<file path="config.mk">
export PLATFORM = sky130hd
export DESIGN_NAME = wlf_fifo
export DESIGN_NICKNAME = d
export VERILOG_FILES = /design/src/rtl/wlf_pkg.sv /design/src/rtl/wlf_store.sv /design/src/rtl/wlf_ctrl.sv /design/src/rtl/wlf_alert.sv /design/src/rtl/wlf_fifo.sv
export SDC_FILE = /design/constraint.sdc
export NUM_CORES = 1
export LEC_CHECK = 0
export CAP_MARGIN = 20
export CORE_MARGIN = 4
export CORE_UTILIZATION = 62
export DETAILED_ROUTE_END_ITERATION = 16
export GPL_ROUTABILITY_DRIVEN = 0
export PLACE_DENSITY_LB_ADDON = 0.08
export SLEW_MARGIN = 20
export SYNTH_ARGS = -nofsm -noshare
export SYNTH_HDL_FRONTEND = slang
export SYNTH_SLANG_ARGS = --single-unit
</file>
<file path="constraint.sdc">
create_clock -name clk -period 3.4 [get_ports clk]
set_input_delay 0.51 -clock clk [delete_from_list [all_inputs] [get_ports clk]]
set_output_delay 0.51 -clock clk [all_outputs]
set_load 0.02 [all_outputs]
</file>
<file path="src/rtl/wlf_pkg.sv">
package wlf_pkg;
  // per-cycle transfer decision shared by control and storage
  typedef struct packed {
    logic wr_ok;   // push accepted
    logic rd_ok;   // pop accepted (queue non-empty)
    logic rd_nul;  // pop on empty queue: present zero
  } xfer_t;
endpackage

</file>
<file path="src/rtl/wlf_store.sv">
module wlf_store #(
  parameter int DW = 8,
  parameter int AW = 6
) (
  input  logic          clk,
  input  logic          rst,
  input  logic          clr,
  input  wlf_pkg::xfer_t xf,
  input  logic [AW-1:0] waddr,
  input  logic [DW-1:0] wdata,
  input  logic [AW-1:0] raddr,
  output logic [DW-1:0] rdata
);
  localparam int DEPTH = 1 << AW;

  logic [DW-1:0] mem [DEPTH];

  // write port, no reset so the array maps to block RAM
  always_ff @(posedge clk) begin
    if (xf.wr_ok) mem[waddr] <= wdata;
  end

  // registered read port with synchronous clear of the output register
  always_ff @(posedge clk) begin
    if (rst || clr)     rdata <= '0;
    else if (xf.rd_ok)  rdata <= mem[raddr];
    else if (xf.rd_nul) rdata <= '0;
  end

  // an empty pop yields a zero byte
  a_r4_empty_pop_zero: assert property (@(posedge clk) disable iff (rst)
    (xf.rd_nul && !clr) |=> (rdata == '0));
endmodule

</file>
<file path="src/rtl/wlf_ctrl.sv">
module wlf_ctrl #(
  parameter int DEPTH = 64,
  parameter int AW    = 6,
  parameter int CW    = 7
) (
  input  logic          clk,
  input  logic          rst,
  input  logic          flush,
  input  logic          push_en,
  input  logic          pop_en,
  output wlf_pkg::xfer_t xf,
  output logic [AW-1:0] wptr,
  output logic [AW-1:0] rptr,
  output logic [CW-1:0] cnt,
  output logic [CW-1:0] cnt_nxt,
  output logic          ovf
);
  localparam logic [CW-1:0] FULL_CNT = CW'(DEPTH);

  logic full, empty;
  assign full  = (cnt == FULL_CNT);
  assign empty = (cnt == '0);

  always_comb begin
    xf.rd_ok  = !flush && pop_en && !empty;
    xf.rd_nul = !flush && pop_en && empty;
    xf.wr_ok  = !flush && push_en && (!full || pop_en);
  end

  always_comb begin
    cnt_nxt = cnt;
    if (flush) cnt_nxt = '0;
    else if (xf.wr_ok && !xf.rd_ok) cnt_nxt = cnt + 1'b1;
    else if (!xf.wr_ok && xf.rd_ok) cnt_nxt = cnt - 1'b1;
  end

  always_ff @(posedge clk) begin
    if (rst || flush) begin
      wptr <= '0;
      rptr <= '0;
      cnt  <= '0;
      ovf  <= 1'b0;
    end else begin
      cnt <= cnt_nxt;
      if (xf.wr_ok) wptr <= wptr + 1'b1;
      if (xf.rd_ok) rptr <= rptr + 1'b1;
      if (push_en && !xf.wr_ok) ovf <= 1'b1;
    end
  end

  // occupancy never exceeds the depth
  a_r2_count_bound: assert property (@(posedge clk) disable iff (rst)
    cnt <= FULL_CNT);
  // a push into a full queue without a pop flags overflow and keeps the count
  a_r3_no_overflow: assert property (@(posedge clk) disable iff (rst)
    (push_en && !pop_en && full && !flush) |=> (ovf && cnt == FULL_CNT));
  // an empty pop alone leaves the count at zero
  a_r4_empty_pop_count: assert property (@(posedge clk) disable iff (rst)
    (pop_en && !push_en && empty && !flush) |=> (cnt == '0));
  // a combined push and pop on a non-empty queue holds the count
  a_r5_pair_holds: assert property (@(posedge clk) disable iff (rst)
    (push_en && pop_en && !empty && !flush) |=> $stable(cnt));
  // flush empties the queue and clears the overflow flag
  a_r6_flush_clears: assert property (@(posedge clk) disable iff (rst)
    flush |=> (cnt == '0 && !ovf));
endmodule

</file>
<file path="src/rtl/wlf_alert.sv">
module wlf_alert #(
  parameter int DEPTH = 64,
  parameter int CW    = 7,
  parameter int LW    = 6
) (
  input  logic          clk,
  input  logic          rst,
  input  logic [CW-1:0] cnt_nxt,
  input  logic [LW-1:0] level,
  output logic          lo,
  output logic          hi
);
  logic [CW-1:0] lvl_ext, hi_thr;
  assign lvl_ext = CW'(level);
  assign hi_thr  = CW'(DEPTH) - lvl_ext;

  always_ff @(posedge clk) begin
    if (rst) begin
      lo <= 1'b1;
      hi <= 1'b0;
    end else begin
      lo <= (cnt_nxt <= lvl_ext);
      hi <= (cnt_nxt >= hi_thr);
    end
  end
endmodule

</file>
<file path="src/rtl/wlf_fifo.sv">
module wlf_fifo #(
  parameter int DW    = 8,
  parameter int DEPTH = 64,
  localparam int AW   = $clog2(DEPTH),
  localparam int CW   = $clog2(DEPTH + 1)
) (
  input  logic          clk,
  input  logic          rst,
  input  logic          flush,
  input  logic          push_en,
  input  logic [DW-1:0] push_data,
  input  logic          pop_en,
  output logic [DW-1:0] pop_data,
  input  logic [AW-1:0] water_mark,
  output logic [CW-1:0] fill_count,
  output logic          lo_alert,
  output logic          hi_alert,
  output logic          ovf_err
);
  wlf_pkg::xfer_t xf;
  logic [AW-1:0] wptr, rptr;
  logic [CW-1:0] cnt_nxt;

  wlf_ctrl #(.DEPTH(DEPTH), .AW(AW), .CW(CW)) u_ctrl (
    .clk(clk), .rst(rst), .flush(flush), .push_en(push_en), .pop_en(pop_en),
    .xf(xf), .wptr(wptr), .rptr(rptr), .cnt(fill_count), .cnt_nxt(cnt_nxt),
    .ovf(ovf_err)
  );

  wlf_store #(.DW(DW), .AW(AW)) u_store (
    .clk(clk), .rst(rst), .clr(flush), .xf(xf), .waddr(wptr), .wdata(push_data),
    .raddr(rptr), .rdata(pop_data)
  );

  wlf_alert #(.DEPTH(DEPTH), .CW(CW), .LW(AW)) u_alert (
    .clk(clk), .rst(rst), .cnt_nxt(cnt_nxt), .level(water_mark),
    .lo(lo_alert), .hi(hi_alert)
  );

  // low alert follows the count against the margin sampled at the edge
  a_r7_lo_alert: assert property (@(posedge clk) disable iff (rst)
    1'b1 |=> (lo_alert == (fill_count <= CW'($past(water_mark)))));
  // high alert follows the count against depth minus the margin
  a_r8_hi_alert: assert property (@(posedge clk) disable iff (rst)
    1'b1 |=> (hi_alert == (fill_count >= (CW'(DEPTH) - CW'($past(water_mark))))));
  // flush returns a zero read register
  a_r6_flush_zero: assert property (@(posedge clk) disable iff (rst)
    flush |=> (pop_data == '0));
endmodule

</file>
==> results of run 1 <==
cell type report:
cell class	instances	area (sq um)	area share (%)
Sequential cell	548	16100	64.09
Clock buffer	71	1466	5.836
Inverter	16	60.06	0.2390
Multi-Input combinational cell	563	5428	21.60
Clock inverter	26	152.6	0.6075
Timing Repair Buffer	164	1346	5.358
Tap cell	455	569.3	2.266
layer usage:
layer / track usage (%) / vias to the layer above / wire length (microns)
li1: - / 5093 / -
met1: 38.47 / 5857 / 20200
met2: 38.86 / 489 / 22650
met3: 5.667 / 84 / 4007
met4: 8.818 / 2 / 1506
met5: 0 / - / 13
logic make-up after synthesis:
logic type      synth area share [%]
mux                            14.57
compound gates                 4.299
fa+ha+maj                     0.9718
xor+xnor                      0.6402
buf+inv                        1.921
simple gates                   4.065
flops                          73.54
worst paths after layout:
path	slack, ps	to	startpoint	cells past startpoint
setup / recovery	180	u_alert.lo	u_ctrl.cnt[1]	14
hold / removal	490	u_store.mem[6][3]	push_data[3]	1
setup reg to reg	180	u_alert.lo	u_ctrl.cnt[1]	14
hold reg to reg	490	u_ctrl.ovf	u_ctrl.ovf	2
through the flow:
step | hold WS, ps | instance area, sq um | std cells | power (mW) | setup WS, ps
6_report | 486.2 | 25130 | 1843 | 13.12 | 182.4
5_1_grt | 498.1 | 25130 | 1843 | 13.54 | -9.190
4_1_cts | 471.8 | 25050 | 1839 | 13.20 | 80.77
3_5_place_dp | 481.4 | 23430 | 1742 | 7.796 | 107.3
3_3_place_gp | 476.8 | 23430 | 1742 | 7.785 | 113.7
2_1_floorplan | 467.7 | 21890 | 1190 | 7.622 | 272.5
report_power, final:
group,internal (mW),leakage [nW],switching (mW),total [mW]
clock,3.09,0.792,2.37,5.46
combinational,0.0900,2.24,0.191,0.281
sequential,7.37,4.90,0.00854,7.38
total,10.6,7.92,2.57,13.1
repair_timing:
action / 4_1_cts / 5_1_grt
gates resized for setup: 0 / 9
setup endpoints to repair: 0 / 2
hold buffers: 0 / 0
buffers inserted: 0 / 4
critical path, delay by kind of cell (launching register included):
family	cells	cell delay (ps)
xor gates and xnor gates	1	130
buffers and inverters	2	280
AOI/OAI and AO/OA	6	1010
and+or+nand+nor	3	930
adders and majority gates	2	460
DFF	1	360
layout by cell type (no fill, tap or decap), drive strengths merged, types with 2 or more instances in the layout:
| cell | synthesis | layout |
|---|---|---|
| a211oi | 2 | 2 |
| a21oi | 34 | 34 |
| a221o | 2 | 2 |
| a221oi | 3 | 3 |
| a22o | 2 | 2 |
| a22oi | 45 | 45 |
| a32oi | 6 | 6 |
| and3 | 2 | 2 |
| buf | 44 | 136 |
| clkbuf | 19 | 71 |
| clkdlybuf4s50 | 0 | 28 |
| clkinv | 0 | 22 |
| clkinvlp | 0 | 2 |
| dfxtp | 36 | 36 |
| edfxtp | 512 | 512 |
| ha | 17 | 17 |
| inv | 16 | 17 |
| mux2 | 12 | 12 |
| mux2i | 107 | 107 |
| mux4 | 88 | 88 |
| nand2 | 25 | 25 |
| nand2b | 5 | 5 |
| nand3 | 9 | 9 |
| nand3b | 6 | 6 |
| nand4 | 4 | 4 |
| nand4b | 2 | 2 |
| nor2 | 108 | 108 |
| nor2b | 8 | 8 |
| nor3 | 11 | 11 |
| nor4 | 2 | 2 |
| o21a | 2 | 2 |
| o21ai | 10 | 10 |
| o22ai | 7 | 7 |
| o311ai | 2 | 2 |
| o31ai | 5 | 5 |
| or2 | 3 | 3 |
| or3 | 2 | 2 |
| xnor2 | 10 | 10 |
| xor2 | 6 | 6 |
state kept, by name, indices dropped and copies added (netlist names), named ones only:
register and cells:
u_ctrl.ovf 1, u_alert.lo 1, u_alert.hi 1, u_store.rdata 8, u_store.mem 512, u_ctrl.rptr 6
u_ctrl.cnt 7, u_ctrl.wptr 6
==> impl_results.md, run 1 <==
* Final min period at 3218 ps
* Setup TNS at 0 ps
* Syn_area_per_cell at 18.39 sq um
* Sequential area share after synthesis at 73.54%
* Final hold vios at 0
* Tightest Pin Transition at 973.9 ps
* Hold Path Class: primary input to flip-flop
* P_leak at 7.924 nW
* Port bufs at 36
* Max-cap violations at 0
* Hpwl dp at 31.16 mm
* Syn Nets at 1226
* Die height at 195.9 microns
* CTS buffer count at 53
* Worst VDD drop at 0.3865 mV
* Final period util at 94.63%
* Final wirelength at 48.38 mm
* Synth Flop Type: edfxtp_1
* Pins over their slew limit at 0
* Count leader, synth: edfxtp_1
* Initial core utilization at 63.05%
* DRC Markers at 0
* CTS root buf: clkbuf_16
* CP peak stage delay at 540 ps
* Yosys top cell area share at 70.25%
* Clock Tree Buf Depth at 3
* All-Layer GR Usage at 25.84%
* Post-layout nets at 1382
* Arr. time, crit path at 3710 ps
* Gate Count Post-Synth at 1190
* Io pins at 37
* Share of layout cells above drive strength 1 at 23.99%
* Flops & latches, synth at 548
* ANT nets after route at 0
* Crit-path slowest cell: or4b_4
* Largest net degree at the start of global routing at 65
* Worst Clk Skew at 18.87 ps
* Status: completed
* Vias/cell at 6.253
* Data required, critical path at 3890 ps
* Crit-path max FO at 6
* Clock Pin Slew Worst Setup and Hold Paths at 60 ps
* Rel. slew slack at 35.07%
* H-tree lvl count at 2
* Synth top cells by count: edfxtp_1 (512), nor2_1 (108), mux2i_1 (107)
* Ant. Diodes at 0
* Critical path type: flip-flop to flip-flop
* Number of global-route vias before repair at 11704
* Pwr Density at 522.3 nW/um^2
* Distinct cells, synth at 60
* Global-route wire length before repair at 73.76 mm
* Initial antenna violation count at 1
* Clk Latency, worst-skew pair at 590 ps
* Area grow syn2layout at 14.80%
* Routed length per placed instance at 26.25 microns
* DRT iter0 DRCs at 1199
* Fmax at 310.8 MHz
* Synth top area cells: edfxtp_1 (70%), mux4_2 (9.1%), mux2i_1 (4.9%), dfxtp_1 (3.3%), nor2_1 (1.9%)
* GRT Residual Overflow at 0
* Worst setup SP type: flip-flop
* CTS Sinks at 548
* Fillcell total at 2148
* Endpoints failing setup at 0
* Mapped Area at 21890 sq um
* Die width at 195.9 microns
* Number of flops mapped to enable cells by yosys at 512
* # rows at 68
* Vias at 11525
* Async S/R FF share, synth at 0%
* Core area at 34710 sq um
* CP Capture Type: flip-flop
* Area leader, netlist: edfxtp_1
* CTS tree: built
* Die area at 38370 sq um
* Synth Warn # at 0
* Post-layout util at 72.38%
* Initial DRT Pass Iterations at 5
* Critical Path, Cell by Cell: inv_1 -> ha_2 -> or4b_4 -> o21ai_4 -> o311ai_4 -> buf_4 -> o32ai_1 -> xnor2_1 -> nor2_1 -> ha_1 -> and3_1 -> a221oi_2 -> a41oi_1 -> o21bai_1
(Power assumes the default switching activity.)
==> inputs of run 2 (changes only) <==
--- a/config.mk
+++ b/config.mk
@@ -5,11 +5,9 @@
 export SDC_FILE = /design/constraint.sdc
 export NUM_CORES = 1
 export LEC_CHECK = 0
-export CAP_MARGIN = 20
 export CORE_MARGIN = 4
 export CORE_UTILIZATION = 62
 export DETAILED_ROUTE_END_ITERATION = 16
-export GPL_ROUTABILITY_DRIVEN = 0
 export PLACE_DENSITY_LB_ADDON = 0.08
 export SLEW_MARGIN = 20
 export SYNTH_ARGS = -nofsm -noshare
==> run 2 against run 1 <==
Clock skew is 2.1 ps higher. Critical endpoint is now u_alert.hi. Critical path type unchanged. Core utilization is 0.16 points lower. Largest power group unchanged. Power is 0.46% higher.
==> impl_results.md, run 2 (same netlist as run 1, synthesis figures left out) <==
* Inst Count DP at 1730
* Final period util at 94.68%
* Pins over their slew limit at 0
* Top reg by flops: u_store.mem
* Fmax at 310.6 MHz
* Worst Min Path Start: push_data[0]
* Initial antenna violation count at 0
* Worst setup SP type: flip-flop
* H-tree lvl count at 2
* All-Layer GR Usage at 25.48%
* Die area at 38370 sq um
* Die width at 195.9 microns
* Clock Pin Slew Worst Setup and Hold Paths at 60 ps
* Dpl cell area at 23370 sq um
* Core area at 34710 sq um
* CTS Hold Bufs at 0
* Fillcell total at 2159
* Share of layout cells above drive strength 1 at 23.12%
* Vias/cell at 6.327
* Reg2Reg Launch Point: u_ctrl.cnt[1]
* GRT Residual Overflow at 0
* Crit-path slowest cell: or4b_4
* Routed length per placed instance at 26.20 microns
* Die height at 195.9 microns
* Hpwl dp at 30.18 mm
* DRT iter0 DRCs at 1190
* Status: completed
* ANT nets after route at 0
* CTS root buf: clkbuf_16
* Most common cell after layout, fill and taps aside: edfxtp_1
* Endpoints failing setup at 0
* Largest net degree at the start of global routing at 65
* CP Buf/Inv Count at 1
* Place WS at 93.80 ps
* CTS Sinks at 548
* GPL Wtd Cong at 0.8892
* P_leak at 7.873 nW
* Area grow syn2layout at 14.54%
* # rows at 68
* Final hold vios at 0
* FF-to-FF setup slack at 180 ps
* Hold Path Class: primary input to flip-flop
* DRC Markers at 0
* Most frequent cells in the layout: edfxtp_1 (512), mux2i_1 (107), buf_4 (107), nor2_1 (106), mux4_2 (88)
* Initial DRT Pass Iterations at 5
* CP top delay family: compound AO/OA/AOI/OAI gates
* CP peak stage delay at 550 ps
* Initial core utilization at 63.05%
* Arr. time, crit path at 3680 ps
* Design Area, Final at 25070 sq um
* Crit-path max FO at 6
* Vias at 11553
* CP Capture Type: flip-flop
* Ant. Diodes at 0
* Port bufs at 36
* Data required, critical path at 3860 ps
* Rel. slew slack at 33.30%
* Max-cap violations at 0
* Critical Path, Cell by Cell: inv_1 -> ha_2 -> or4b_4 -> o311ai_4 -> and3_1 -> o21ai_1 -> ha_1 -> nand2b_1 -> a21oi_1 -> nor2b_1 -> o21ai_1 -> a21oi_1 -> o31a_1
* Number of global-route vias before repair at 11667
* Final wirelength at 47.84 mm
* Max FFs per register at 512
* R2R cell count at 13
* Clk Latency, worst-skew pair at 580 ps
* Regs by FF count: u_store.mem (512), u_store.rdata (8), u_ctrl.cnt (7)
* Clock Tree Buf Depth at 3
* Worst Clk Skew at 20.98 ps
* Tightest Pin Transition at 1001 ps
* Hold EP: u_store.mem[59][0]
* Worst VDD drop at 0.4483 mV
* WHS Path Cells at 1
* Pwr Density at 525.8 nW/um^2
* Critical path type: flip-flop to flip-flop
* Post-layout nets at 1368
* Final Non-Filler Cells at 1826
* Io pins at 37
* Setup ws final at 180.9 ps
* CTS tree: built
* Final min period at 3219 ps
* Final hold slack at 442.7 ps
* Worst reg2reg endpoint: u_alert.hi
* Global-route wire length before repair at 72.68 mm
* Post-layout util at 72.22%
* CTS buffer count at 54
run 2: cell types whose count changed in the layout (fill, tap and decap cells not counted), sizes merged:
cell / change
clkinvlp: -1
clkinv: -9
buf: -15
clkbuf: +7
inv: +1
run 2: area by class of cell:
cell class	count	area (sq um)	share of cell area, %
sequential	548	16110	64.25
multi-input combinational	563	5413	21.59
clock buffer	78	1535	6.124
timing repair buffer	149	1274	5.081
tap	455	569.3	2.271
clock inverter	17	112.6	0.4492
inverter	16	60.06	0.2396
run 2: layer usage:
layer  vias to the layer above  global-route usage [%]  share of wire [%]
li1                       5062                       -                  -
met1                      5860                   38.06                 40
met2                       533                   38.65                 47
met3                        98                   4.980                8.8
met5                         -                       0                  0
met4                         0                   8.741                3.7
run 2: worst max path at each step:
stage          slack (ps)  depth (start not counted)    endpoint     startpoint
6_report              180                         13  u_alert.hi  u_ctrl.cnt[1]
3_5_place_dp           90                         14  u_alert.lo  u_ctrl.cnt[0]
4_1_cts                60                         14  u_alert.lo  u_ctrl.cnt[1]
3_3_place_gp          160                         13  u_alert.hi         pop_en
5_1_grt               -10                         14  u_alert.lo  u_ctrl.cnt[1]
2_1_floorplan         270                         14  u_alert.hi  u_ctrl.cnt[0]
run 2: repair_timing:
| item | CTS | global route |
|---|---|---|
| setup endpoints to repair | 0 | 2 |
| gates resized for setup | 0 | 10 |
| setup buffers | 0 | 1 |
run 2: stage by stage:
stage               total power [mW]  setup TNS, ps
floorplan                      7.622              0
global placement               7.784              0
detailed placement             7.794              0
CTS                            13.26              0
global route                   13.58         -18.61
finish                         13.18              0
run 2: power by group:
part	internal, mW	total, mW	leakage [nW]	switching [mW]
clock	3.19	5.53	0.805	2.33
sequential	7.37	7.38	4.90	0.00850
combinational	0.0847	0.274	2.17	0.189
